==> config.mk <==
export PLATFORM = sky130hd
export DESIGN_NAME = coh16_rd
export DESIGN_NICKNAME = d
export VERILOG_FILES = /design/src/rtl/coh16_pkg.sv /design/src/rtl/coh16_req_port.sv /design/src/rtl/coh16_byte_store.sv /design/src/rtl/coh16_ctrl.sv /design/src/rtl/coh16_rd.sv
export SDC_FILE = /design/constraint.sdc
export NUM_CORES = 1
export LEC_CHECK = 0
export BUFFER_PORTS_ARGS = -buffer_cell sky130_fd_sc_hd__clkbuf_2
export CAP_MARGIN = 10
export CORE_UTILIZATION = 56
export CTS_CLUSTER_DIAMETER = 150
export DETAILED_ROUTE_END_ITERATION = 8
export PLACE_DENSITY = 0.79
export SLEW_MARGIN = 20
export SYNTH_ARGS = -nofsm -noshare
export SYNTH_HDL_FRONTEND = slang
export SYNTH_SLANG_ARGS = --single-unit
==> constraint.sdc <==
create_clock -name clk_i -period 2.2 [get_ports clk_i]
set_input_delay 0.22 -clock clk_i [delete_from_list [all_inputs] [get_ports clk_i]]
set_output_delay 0.22 -clock clk_i [all_outputs]
set_load 0.03 [all_outputs]
==> src/rtl/coh16_pkg.sv <==
package coh16_pkg;
  typedef enum logic [1:0] {PH_H0, PH_L0, PH_H1, PH_L1} phase_e;
  typedef enum logic [1:0] {ST_IDLE, ST_REQ, ST_WAIT} state_e;
endpackage

==> src/rtl/coh16_req_port.sv <==
module coh16_req_port #(
  parameter int ADDR_W = 7
) (
  input  logic              clk_i,
  input  logic              rst_ni,
  input  logic              load_i,
  input  logic [ADDR_W-1:0] load_addr_i,
  input  logic              req_ready_i,
  output logic              req_valid_o,
  output logic [ADDR_W-1:0] req_addr_o,
  output logic              accepted_o
);
  logic              valid_q;
  logic [ADDR_W-1:0] addr_q;

  always_ff @(posedge clk_i or negedge rst_ni) begin
    if (!rst_ni) begin
      valid_q <= 1'b0;
      addr_q  <= '0;
    end else if (load_i) begin
      valid_q <= 1'b1;
      addr_q  <= load_addr_i;
    end else if (valid_q && req_ready_i) begin
      valid_q <= 1'b0;
    end
  end

  assign req_valid_o = valid_q;
  assign req_addr_o  = addr_q;
  assign accepted_o  = valid_q && req_ready_i;

  a_r3_req_hold: assert property (@(posedge clk_i) disable iff (!rst_ni)
    (req_valid_o && !req_ready_i) |=> (req_valid_o && $stable(req_addr_o)));
  a_r9_no_overlap: assert property (@(posedge clk_i) disable iff (!rst_ni)
    load_i |-> !req_valid_o);
endmodule

==> src/rtl/coh16_byte_store.sv <==
module coh16_byte_store
  import coh16_pkg::*;
#(
  parameter int DATA_W = 8
) (
  input  logic                clk_i,
  input  logic                rst_ni,
  input  logic                cap_i,
  input  phase_e              phase_i,
  input  logic [DATA_W-1:0]   data_i,
  input  logic                commit_i,
  input  logic                use_first_i,
  output logic                hi_match_o,
  output logic [2*DATA_W-1:0] result_o
);
  logic [DATA_W-1:0]   h0_q, l0_q, h1_q;
  logic [2*DATA_W-1:0] res_q;

  always_ff @(posedge clk_i or negedge rst_ni) begin
    if (!rst_ni) begin
      h0_q <= '0;
      l0_q <= '0;
      h1_q <= '0;
    end else if (cap_i) begin
      case (phase_i)
        PH_H0:   h0_q <= data_i;
        PH_L0:   l0_q <= data_i;
        PH_H1:   h1_q <= data_i;
        default: ;
      endcase
    end
  end

  always_ff @(posedge clk_i or negedge rst_ni) begin
    if (!rst_ni)       res_q <= '0;
    else if (commit_i) res_q <= use_first_i ? {h0_q, l0_q} : {h1_q, data_i};
  end

  assign hi_match_o = (data_i == h0_q);
  assign result_o   = res_q;
endmodule

==> src/rtl/coh16_ctrl.sv <==
module coh16_ctrl
  import coh16_pkg::*;
#(
  parameter int ADDR_W = 7
) (
  input  logic              clk_i,
  input  logic              rst_ni,
  input  logic              start_i,
  input  logic [ADDR_W-1:0] addr_hi_i,
  input  logic [ADDR_W-1:0] addr_lo_i,
  input  logic              req_accept_i,
  input  logic              req_valid_i,
  input  logic              rsp_valid_i,
  input  logic              rsp_err_i,
  input  logic              hi_match_i,
  output logic              load_o,
  output logic [ADDR_W-1:0] load_addr_o,
  output logic              cap_o,
  output phase_e            phase_o,
  output logic              commit_o,
  output logic              use_first_o,
  output logic              busy_o,
  output logic              done_o,
  output logic              err_o
);
  state_e            state_q, state_d;
  phase_e            phase_q, phase_d;
  logic [ADDR_W-1:0] hi_q, lo_q;
  logic              fin, fail, done_q, err_q;

  always_comb begin
    state_d     = state_q;
    phase_d     = phase_q;
    load_o      = 1'b0;
    load_addr_o = hi_q;
    cap_o       = 1'b0;
    commit_o    = 1'b0;
    use_first_o = 1'b0;
    fin         = 1'b0;
    fail        = 1'b0;
    case (state_q)
      ST_IDLE: if (start_i) begin
        load_o      = 1'b1;
        load_addr_o = addr_hi_i;
        phase_d     = PH_H0;
        state_d     = ST_REQ;
      end
      ST_REQ: if (req_accept_i) state_d = ST_WAIT;
      ST_WAIT: if (rsp_valid_i) begin
        if (rsp_err_i) begin
          fail    = 1'b1;
          state_d = ST_IDLE;
        end else begin
          cap_o = 1'b1;
          case (phase_q)
            PH_H0: begin
              phase_d = PH_L0; load_o = 1'b1; load_addr_o = lo_q; state_d = ST_REQ;
            end
            PH_L0: begin
              phase_d = PH_H1; load_o = 1'b1; load_addr_o = hi_q; state_d = ST_REQ;
            end
            PH_H1: begin
              if (hi_match_i) begin
                commit_o = 1'b1; use_first_o = 1'b1; fin = 1'b1; state_d = ST_IDLE;
              end else begin
                phase_d = PH_L1; load_o = 1'b1; load_addr_o = lo_q; state_d = ST_REQ;
              end
            end
            default: begin
              commit_o = 1'b1; fin = 1'b1; state_d = ST_IDLE;
            end
          endcase
        end
      end
      default: state_d = ST_IDLE;
    endcase
  end

  always_ff @(posedge clk_i or negedge rst_ni) begin
    if (!rst_ni) begin
      state_q <= ST_IDLE;
      phase_q <= PH_H0;
      hi_q    <= '0;
      lo_q    <= '0;
      done_q  <= 1'b0;
      err_q   <= 1'b0;
    end else begin
      state_q <= state_d;
      phase_q <= phase_d;
      done_q  <= fin || fail;
      err_q   <= fail;
      if (state_q == ST_IDLE && start_i) begin
        hi_q <= addr_hi_i;
        lo_q <= addr_lo_i;
      end
    end
  end

  assign phase_o = phase_q;
  assign busy_o  = (state_q != ST_IDLE);
  assign done_o  = done_q;
  assign err_o   = err_q;

  a_r9_single_outstanding: assert property (@(posedge clk_i) disable iff (!rst_ni)
    (state_q == ST_WAIT) |-> !req_valid_i);
  a_r8_done_pulse: assert property (@(posedge clk_i) disable iff (!rst_ni)
    done_o |=> !done_o);
  a_r8_err_with_done: assert property (@(posedge clk_i) disable iff (!rst_ni)
    err_o |-> done_o);
endmodule

==> src/rtl/coh16_rd.sv <==
module coh16_rd
  import coh16_pkg::*;
#(
  parameter int ADDR_W = 7,
  parameter int DATA_W = 8,
  localparam int RES_W = 2 * DATA_W
) (
  input  logic              clk_i,
  input  logic              rst_ni,
  input  logic              start_i,
  input  logic [ADDR_W-1:0] addr_hi_i,
  input  logic [ADDR_W-1:0] addr_lo_i,
  output logic              busy_o,
  output logic              req_valid_o,
  input  logic              req_ready_i,
  output logic [ADDR_W-1:0] req_addr_o,
  input  logic              rsp_valid_i,
  input  logic [DATA_W-1:0] rsp_data_i,
  input  logic              rsp_err_i,
  output logic              done_o,
  output logic              err_o,
  output logic [RES_W-1:0]  result_o
);
  logic              load, cap, commit, use_first, hi_match, accepted;
  logic [ADDR_W-1:0] load_addr;
  phase_e            phase;

  coh16_ctrl #(.ADDR_W(ADDR_W)) u_ctrl (
    .clk_i, .rst_ni, .start_i, .addr_hi_i, .addr_lo_i,
    .req_accept_i(accepted), .req_valid_i(req_valid_o),
    .rsp_valid_i, .rsp_err_i, .hi_match_i(hi_match),
    .load_o(load), .load_addr_o(load_addr), .cap_o(cap), .phase_o(phase),
    .commit_o(commit), .use_first_o(use_first),
    .busy_o, .done_o, .err_o
  );

  coh16_req_port #(.ADDR_W(ADDR_W)) u_port (
    .clk_i, .rst_ni, .load_i(load), .load_addr_i(load_addr),
    .req_ready_i, .req_valid_o, .req_addr_o, .accepted_o(accepted)
  );

  coh16_byte_store #(.DATA_W(DATA_W)) u_store (
    .clk_i, .rst_ni, .cap_i(cap), .phase_i(phase), .data_i(rsp_data_i),
    .commit_i(commit), .use_first_i(use_first),
    .hi_match_o(hi_match), .result_o
  );

  a_r6_result_kept: assert property (@(posedge clk_i) disable iff (!rst_ni)
    (done_o && err_o) |-> $stable(result_o));
  a_r8_busy_off_at_done: assert property (@(posedge clk_i) disable iff (!rst_ni)
    done_o |-> !busy_o);
endmodule

==> impl_metrics.prom <==
# TYPE chip_impl_metric gauge
chip_impl_metric{name="grt_use_met3",unit="%"} 3.793
chip_impl_metric{name="htreeDepth",unit=""} 3
chip_impl_metric{name="grt_usage",unit="%"} 25.86
chip_impl_metric{name="nets",unit=""} 391
chip_impl_metric{name="total_leakage_power",unit="uW"} 0.001975
chip_impl_metric{name="initial_core_util",unit="%"} 59.06
chip_impl_info{name="post_synth_main_area_contributors",value="sky130_fd_sc_hd__dfrtp_1 (51%), sky130_fd_sc_hd__mux2_2 (11%), sky130_fd_sc_hd__mux2i_1 (5.4%)"} 1
chip_impl_info{name="startpoint_of_the_worst_slack_reg_to_reg_timing_path",value="u_ctrl.phase_o[0]"} 1
chip_impl_metric{name="drv.max_cap_violation_count",unit=""} 0
chip_impl_info{name="rsz0062_at_grt",value="no"} 1
chip_impl_metric{name="timing_max_transition_violations_final",unit=""} 0
chip_impl_info{name="r2r-end",value="u_ctrl.hi_q[4]"} 1
chip_impl_metric{name="fp-row-count",unit=""} 27
chip_impl_metric{name="critical_path.max_fanout",unit=""} 12
chip_impl_metric{name="globalRoute.totalOverflow",unit=""} 0
chip_impl_metric{name="grt_pass1_wl",unit="mm"} 12.25
chip_impl_metric{name="syn_area",unit="um^2"} 3312
chip_impl_metric{name="route.detailed.wl_per_inst",unit="um"} 16.56
chip_impl_metric{name="number_of_drc_violations_after_detailed_routing",unit=""} 0
chip_impl_metric{name="cts_buffers",unit=""} 9
chip_impl_metric{name="period_share",unit="%"} 91.77
chip_impl_metric{name="detailedPlacementHpwl",unit="mm"} 5.175
chip_impl_metric{name="worst_skew_pair.late_latency",unit="ns"} 0.34
chip_impl_metric{name="synthXorXnorAreaFrac",unit="%"} 2.116
chip_impl_metric{name="synthToLayoutAreaGrowth",unit="%"} 18.55
chip_impl_metric{name="setup-tns-final",unit="ns"} 0
chip_impl_metric{name="synth_compound_area_share",unit="%"} 13.68
chip_impl_metric{name="placed_cells_incl_taps",unit=""} 419
chip_impl_metric{name="synth.avg_cell_area",unit="um^2"} 11.23
chip_impl_metric{name="synth-adder-area-share",unit="%"} 1.511
chip_impl_info{name="hp-class",value="in2reg"} 1
chip_impl_metric{name="post_layout_nonfiller_instances",unit=""} 435
chip_impl_info{name="cts-root-buf",value="sky130_fd_sc_hd__clkbuf_8"} 1
chip_impl_info{name="min_delay_worst_endpoint",value="u_port.req_valid_o"} 1
chip_impl_metric{name="synth_mux_area_share",unit="%"} 16.32
chip_impl_metric{name="worst-r2r-cell-count",unit=""} 6
chip_impl_info{name="synth_area_leader_cell",value="sky130_fd_sc_hd__dfrtp_1"} 1
chip_impl_metric{name="grt_antenna_before_repair",unit=""} 0
chip_impl_info{name="top_usage_layer",value="met2"} 1
chip_impl_metric{name="final_layout_size_suffix_gt1_share",unit="%"} 33.88
chip_impl_metric{name="place.port_buffers",unit=""} 54
chip_impl_metric{name="final-hold-violation-count",unit=""} 0
chip_impl_metric{name="r2r_setup_slack",unit="ns"} 0.18
chip_impl_metric{name="min_period",unit="ns"} 2.019
chip_impl_metric{name="synth.yosys.warnings",unit=""} 0
chip_impl_metric{name="synth_cell_type_count",unit=""} 46
chip_impl_metric{name="finalSetupViolations",unit=""} 0
chip_impl_info{name="tritoncts",value="done"} 1
chip_impl_metric{name="layout.filler_cells",unit=""} 432
chip_impl_metric{name="detail_route.first_pass.iterations",unit=""} 6
chip_impl_metric{name="relSlewSlack",unit="%"} 63.86
chip_impl_metric{name="grtUsageMet2",unit="%"} 42.61
chip_impl_info{name="synth_top_family_by_area",value="multiplexers"} 1
chip_impl_metric{name="synth_top_cell_area_share",unit="%"} 51.38
chip_impl_metric{name="clock_edge_transition_at_the_registers_on_the_reported_setup_and_hold_paths",unit="ns"} 0.07
chip_impl_metric{name="total_routed_wirelength",unit="mm"} 7.204
chip_impl_metric{name="setup_slack",unit="ns"} 0.1810
chip_impl_metric{name="required",unit="ns"} 2.43
chip_impl_metric{name="place.gp.congestion",unit=""} 0.8519
chip_impl_metric{name="route.detailed.vias_per_inst",unit=""} 5.966
chip_impl_metric{name="synth.net_count",unit=""} 327
chip_impl_metric{name="cellPowerDensity",unit="nW/um^2"} 1042
chip_impl_metric{name="clkSinkCount",unit=""} 68
chip_impl_info{name="status",value="finished, final reports clean"} 1
chip_impl_info{name="worstSetupEndpointType",value="register"} 1
chip_impl_metric{name="finalHoldWorstSlack",unit="ns"} 0.07283
chip_impl_metric{name="chipWidth",unit="um"} 78.91
chip_impl_metric{name="grt_start_max_net_pins",unit=""} 47
chip_impl_metric{name="die_h",unit="um"} 78.91
chip_impl_metric{name="clk_path_buf_depth",unit=""} 2
chip_impl_metric{name="synth_simple_gate_area_share",unit="%"} 11.98
chip_impl_metric{name="drt-initial-drc-count",unit=""} 211
chip_impl_metric{name="detailroute.via_count",unit=""} 2595
chip_impl_metric{name="global_route.usage.met1",unit="%"} 33.21
chip_impl_metric{name="synthCells",unit=""} 295
chip_impl_metric{name="worst_slew_pin_slew",unit="ns"} 0.5421
chip_impl_info{name="start_kind",value="register"} 1
chip_impl_metric{name="irDropWorstVdd",unit="mV"} 0.5123
chip_impl_metric{name="fin_skew",unit="ns"} 0.006078
chip_impl_metric{name="ys_ff_latch",unit=""} 68
chip_impl_metric{name="dp_slack",unit="ns"} 0.2193
chip_impl_info{name="worstHoldStart",value="req_ready_i"} 1
chip_impl_metric{name="p_total",unit="uW"} 4093
chip_impl_metric{name="timing.fmax",unit="MHz"} 495.3
chip_impl_metric{name="crit_arrival",unit="ns"} 2.25
chip_impl_metric{name="final_antenna_net_count",unit=""} 0
chip_impl_metric{name="seq_area_frac_synth",unit="%"} 51.38
chip_impl_metric{name="placeableCoreArea",unit="um^2"} 5608
chip_impl_metric{name="diodes",unit=""} 0
chip_impl_metric{name="first_global_vias",unit=""} 2676
chip_impl_metric{name="io_pins",unit=""} 55
chip_impl_info{name="worst-setup-path-type",value="reg2reg"} 1
chip_impl_metric{name="die_area",unit="um^2"} 6226
chip_impl_metric{name="hold_path_depth",unit=""} 2
cell type report:
class	instances	area (um^2)	share of cell area [%]
multi-input cells	205	1510	38.46
well taps	72	90.09	2.294
flip-flops and latches	68	1702	43.34
inverters	9	33.78	0.8604
repair buffers	66	400.4	10.20
clock inverters	5	52.55	1.338
clock buffers	10	137.6	3.505
where the power goes:
part	leakage (uW)	internal (uW)	switching, uW	total [uW]
registers	0.000897	1560	269	1830
clock network	0.0000979	542	465	1010
logic	0.000980	547	706	1250
per-layer routing:
| layer | up-vias | share of wire, % |
|---|---|---|
| li1 | 1199 | - |
| met1 | 1302 | 43 |
| met2 | 82 | 51 |
| met3 | 12 | 4.8 |
| met4 | 0 | 1.8 |
| met5 | - | 0 |
cell usage in the layout, fill, tap and decap left out, types with 2 or more instances in the layout:
cell,Yosys,routed
sky130_fd_sc_hd__nand3_1,14,14
sky130_fd_sc_hd__mux2_2,32,32
sky130_fd_sc_hd__a311oi_1,3,3
sky130_fd_sc_hd__mux2i_1,18,18
sky130_fd_sc_hd__buf_12,0,3
sky130_fd_sc_hd__clkbuf_2,0,53
sky130_fd_sc_hd__a32o_1,5,5
sky130_fd_sc_hd__a311o_1,3,3
sky130_fd_sc_hd__clkbuf_8,0,10
sky130_fd_sc_hd__and2_1,2,2
sky130_fd_sc_hd__buf_4,1,8
sky130_fd_sc_hd__nand2_1,37,37
sky130_fd_sc_hd__a21oi_1,10,10
sky130_fd_sc_hd__and4_1,2,2
sky130_fd_sc_hd__a22o_1,2,2
sky130_fd_sc_hd__a31oi_1,2,2
sky130_fd_sc_hd__nand4_1,2,2
sky130_fd_sc_hd__nor3_1,2,2
sky130_fd_sc_hd__o211ai_1,4,4
sky130_fd_sc_hd__o2bb2ai_1,3,3
sky130_fd_sc_hd__nor2_1,6,6
sky130_fd_sc_hd__dfrtp_1,68,68
sky130_fd_sc_hd__o21ai_0,23,23
sky130_fd_sc_hd__xnor2_1,8,8
sky130_fd_sc_hd__inv_1,9,9
sky130_fd_sc_hd__nand3b_1,2,2
sky130_fd_sc_hd__a22oi_1,2,2
sky130_fd_sc_hd__clkinv_2,0,3
sky130_fd_sc_hd__ha_1,4,4
sky130_fd_sc_hd__nand2_2,3,3
critical path, stage by stage (launching register included):
cell	delay, ns
sky130_fd_sc_hd__dfrtp_1	0.41
sky130_fd_sc_hd__inv_1	0.08
sky130_fd_sc_hd__ha_1	0.35
sky130_fd_sc_hd__or2_2	0.40
sky130_fd_sc_hd__a21oi_4	0.22
sky130_fd_sc_hd__nand2_2	0.08
sky130_fd_sc_hd__a311o_1	0.37
how the worst max path moves through the flow:
stage                                  from              endpoint  cells past startpoint
after floorplan           u_ctrl.phase_o[0]  u_port.req_addr_o[2]                      8
after global placement    u_ctrl.phase_o[0]        u_ctrl.hi_q[4]                      6
after detailed placement  u_ctrl.phase_o[0]        u_ctrl.hi_q[4]                      6
after CTS                 u_ctrl.phase_o[0]        u_ctrl.hi_q[4]                      6
after global routing      u_ctrl.phase_o[0]  u_port.req_addr_o[4]                      7
final                     u_ctrl.phase_o[0]        u_ctrl.hi_q[4]                      6
logic make-up (layout without fill, tap and decap cells):
group	Yosys count	in the layout
simple gates	79	79
flops	68	68
mux	50	50
buf+inv	22	90
fa+ha+maj	4	4
compound gates	64	64
xor+xnor	8	8
what timing repair did:
action,4_1_cts,5_1_grt
gates resized for setup,0,0
endpoints found under the hold margin,22,0
hold buffers,1,0
setup endpoints to repair,0,0
setup buffers,0,0
registers in the layout, indices dropped and copies added, names as in the netlist:
register / cells
u_store.h1_q: 8
u_ctrl.state_q: 2
u_port.req_valid_o: 1
u_ctrl.hi_q: 7
u_store.result_o: 16
u_store.l0_q: 8
u_ctrl.done_o: 1
u_ctrl.err_o: 1
u_port.req_addr_o: 7
u_store.h0_q: 8
u_ctrl.phase_o: 2
u_ctrl.lo_q: 7
through the flow:
stage / area [um^2] / utilization, %
2_1_floorplan: 3312 / -
3_3_place_gp: 3726 / 66.44
3_5_place_dp: 3726 / 66.44
4_1_cts: 3926 / 70.01
5_1_grt: 3926 / 70.01
6_report: 3926 / 70.01
Yosys cell counts (all sizes together):
master and n:
or3b 1, nand4 2, o31a 1, and3 1
clkbuf 5, and2 2, a32oi 1, a211oi 1
xnor2 8, mux2 32, a22o 2, a22oi 2
nor2 6, dfrtp 68, o21ai 23, a21oi 11
a31o 1, and4bb 1, nor3 3, o211ai 5
a311o 3, o2bb2ai 3, nand3b 2, a32o 5
or2 1, and4 2, a311oi 3, nand2b 1
nand3 14, nand2 40, nor2b 3, a211o 1
inv 9, buf 8, ha 4, a31oi 2
mux2i 18
(Power assumes the default switching activity.)
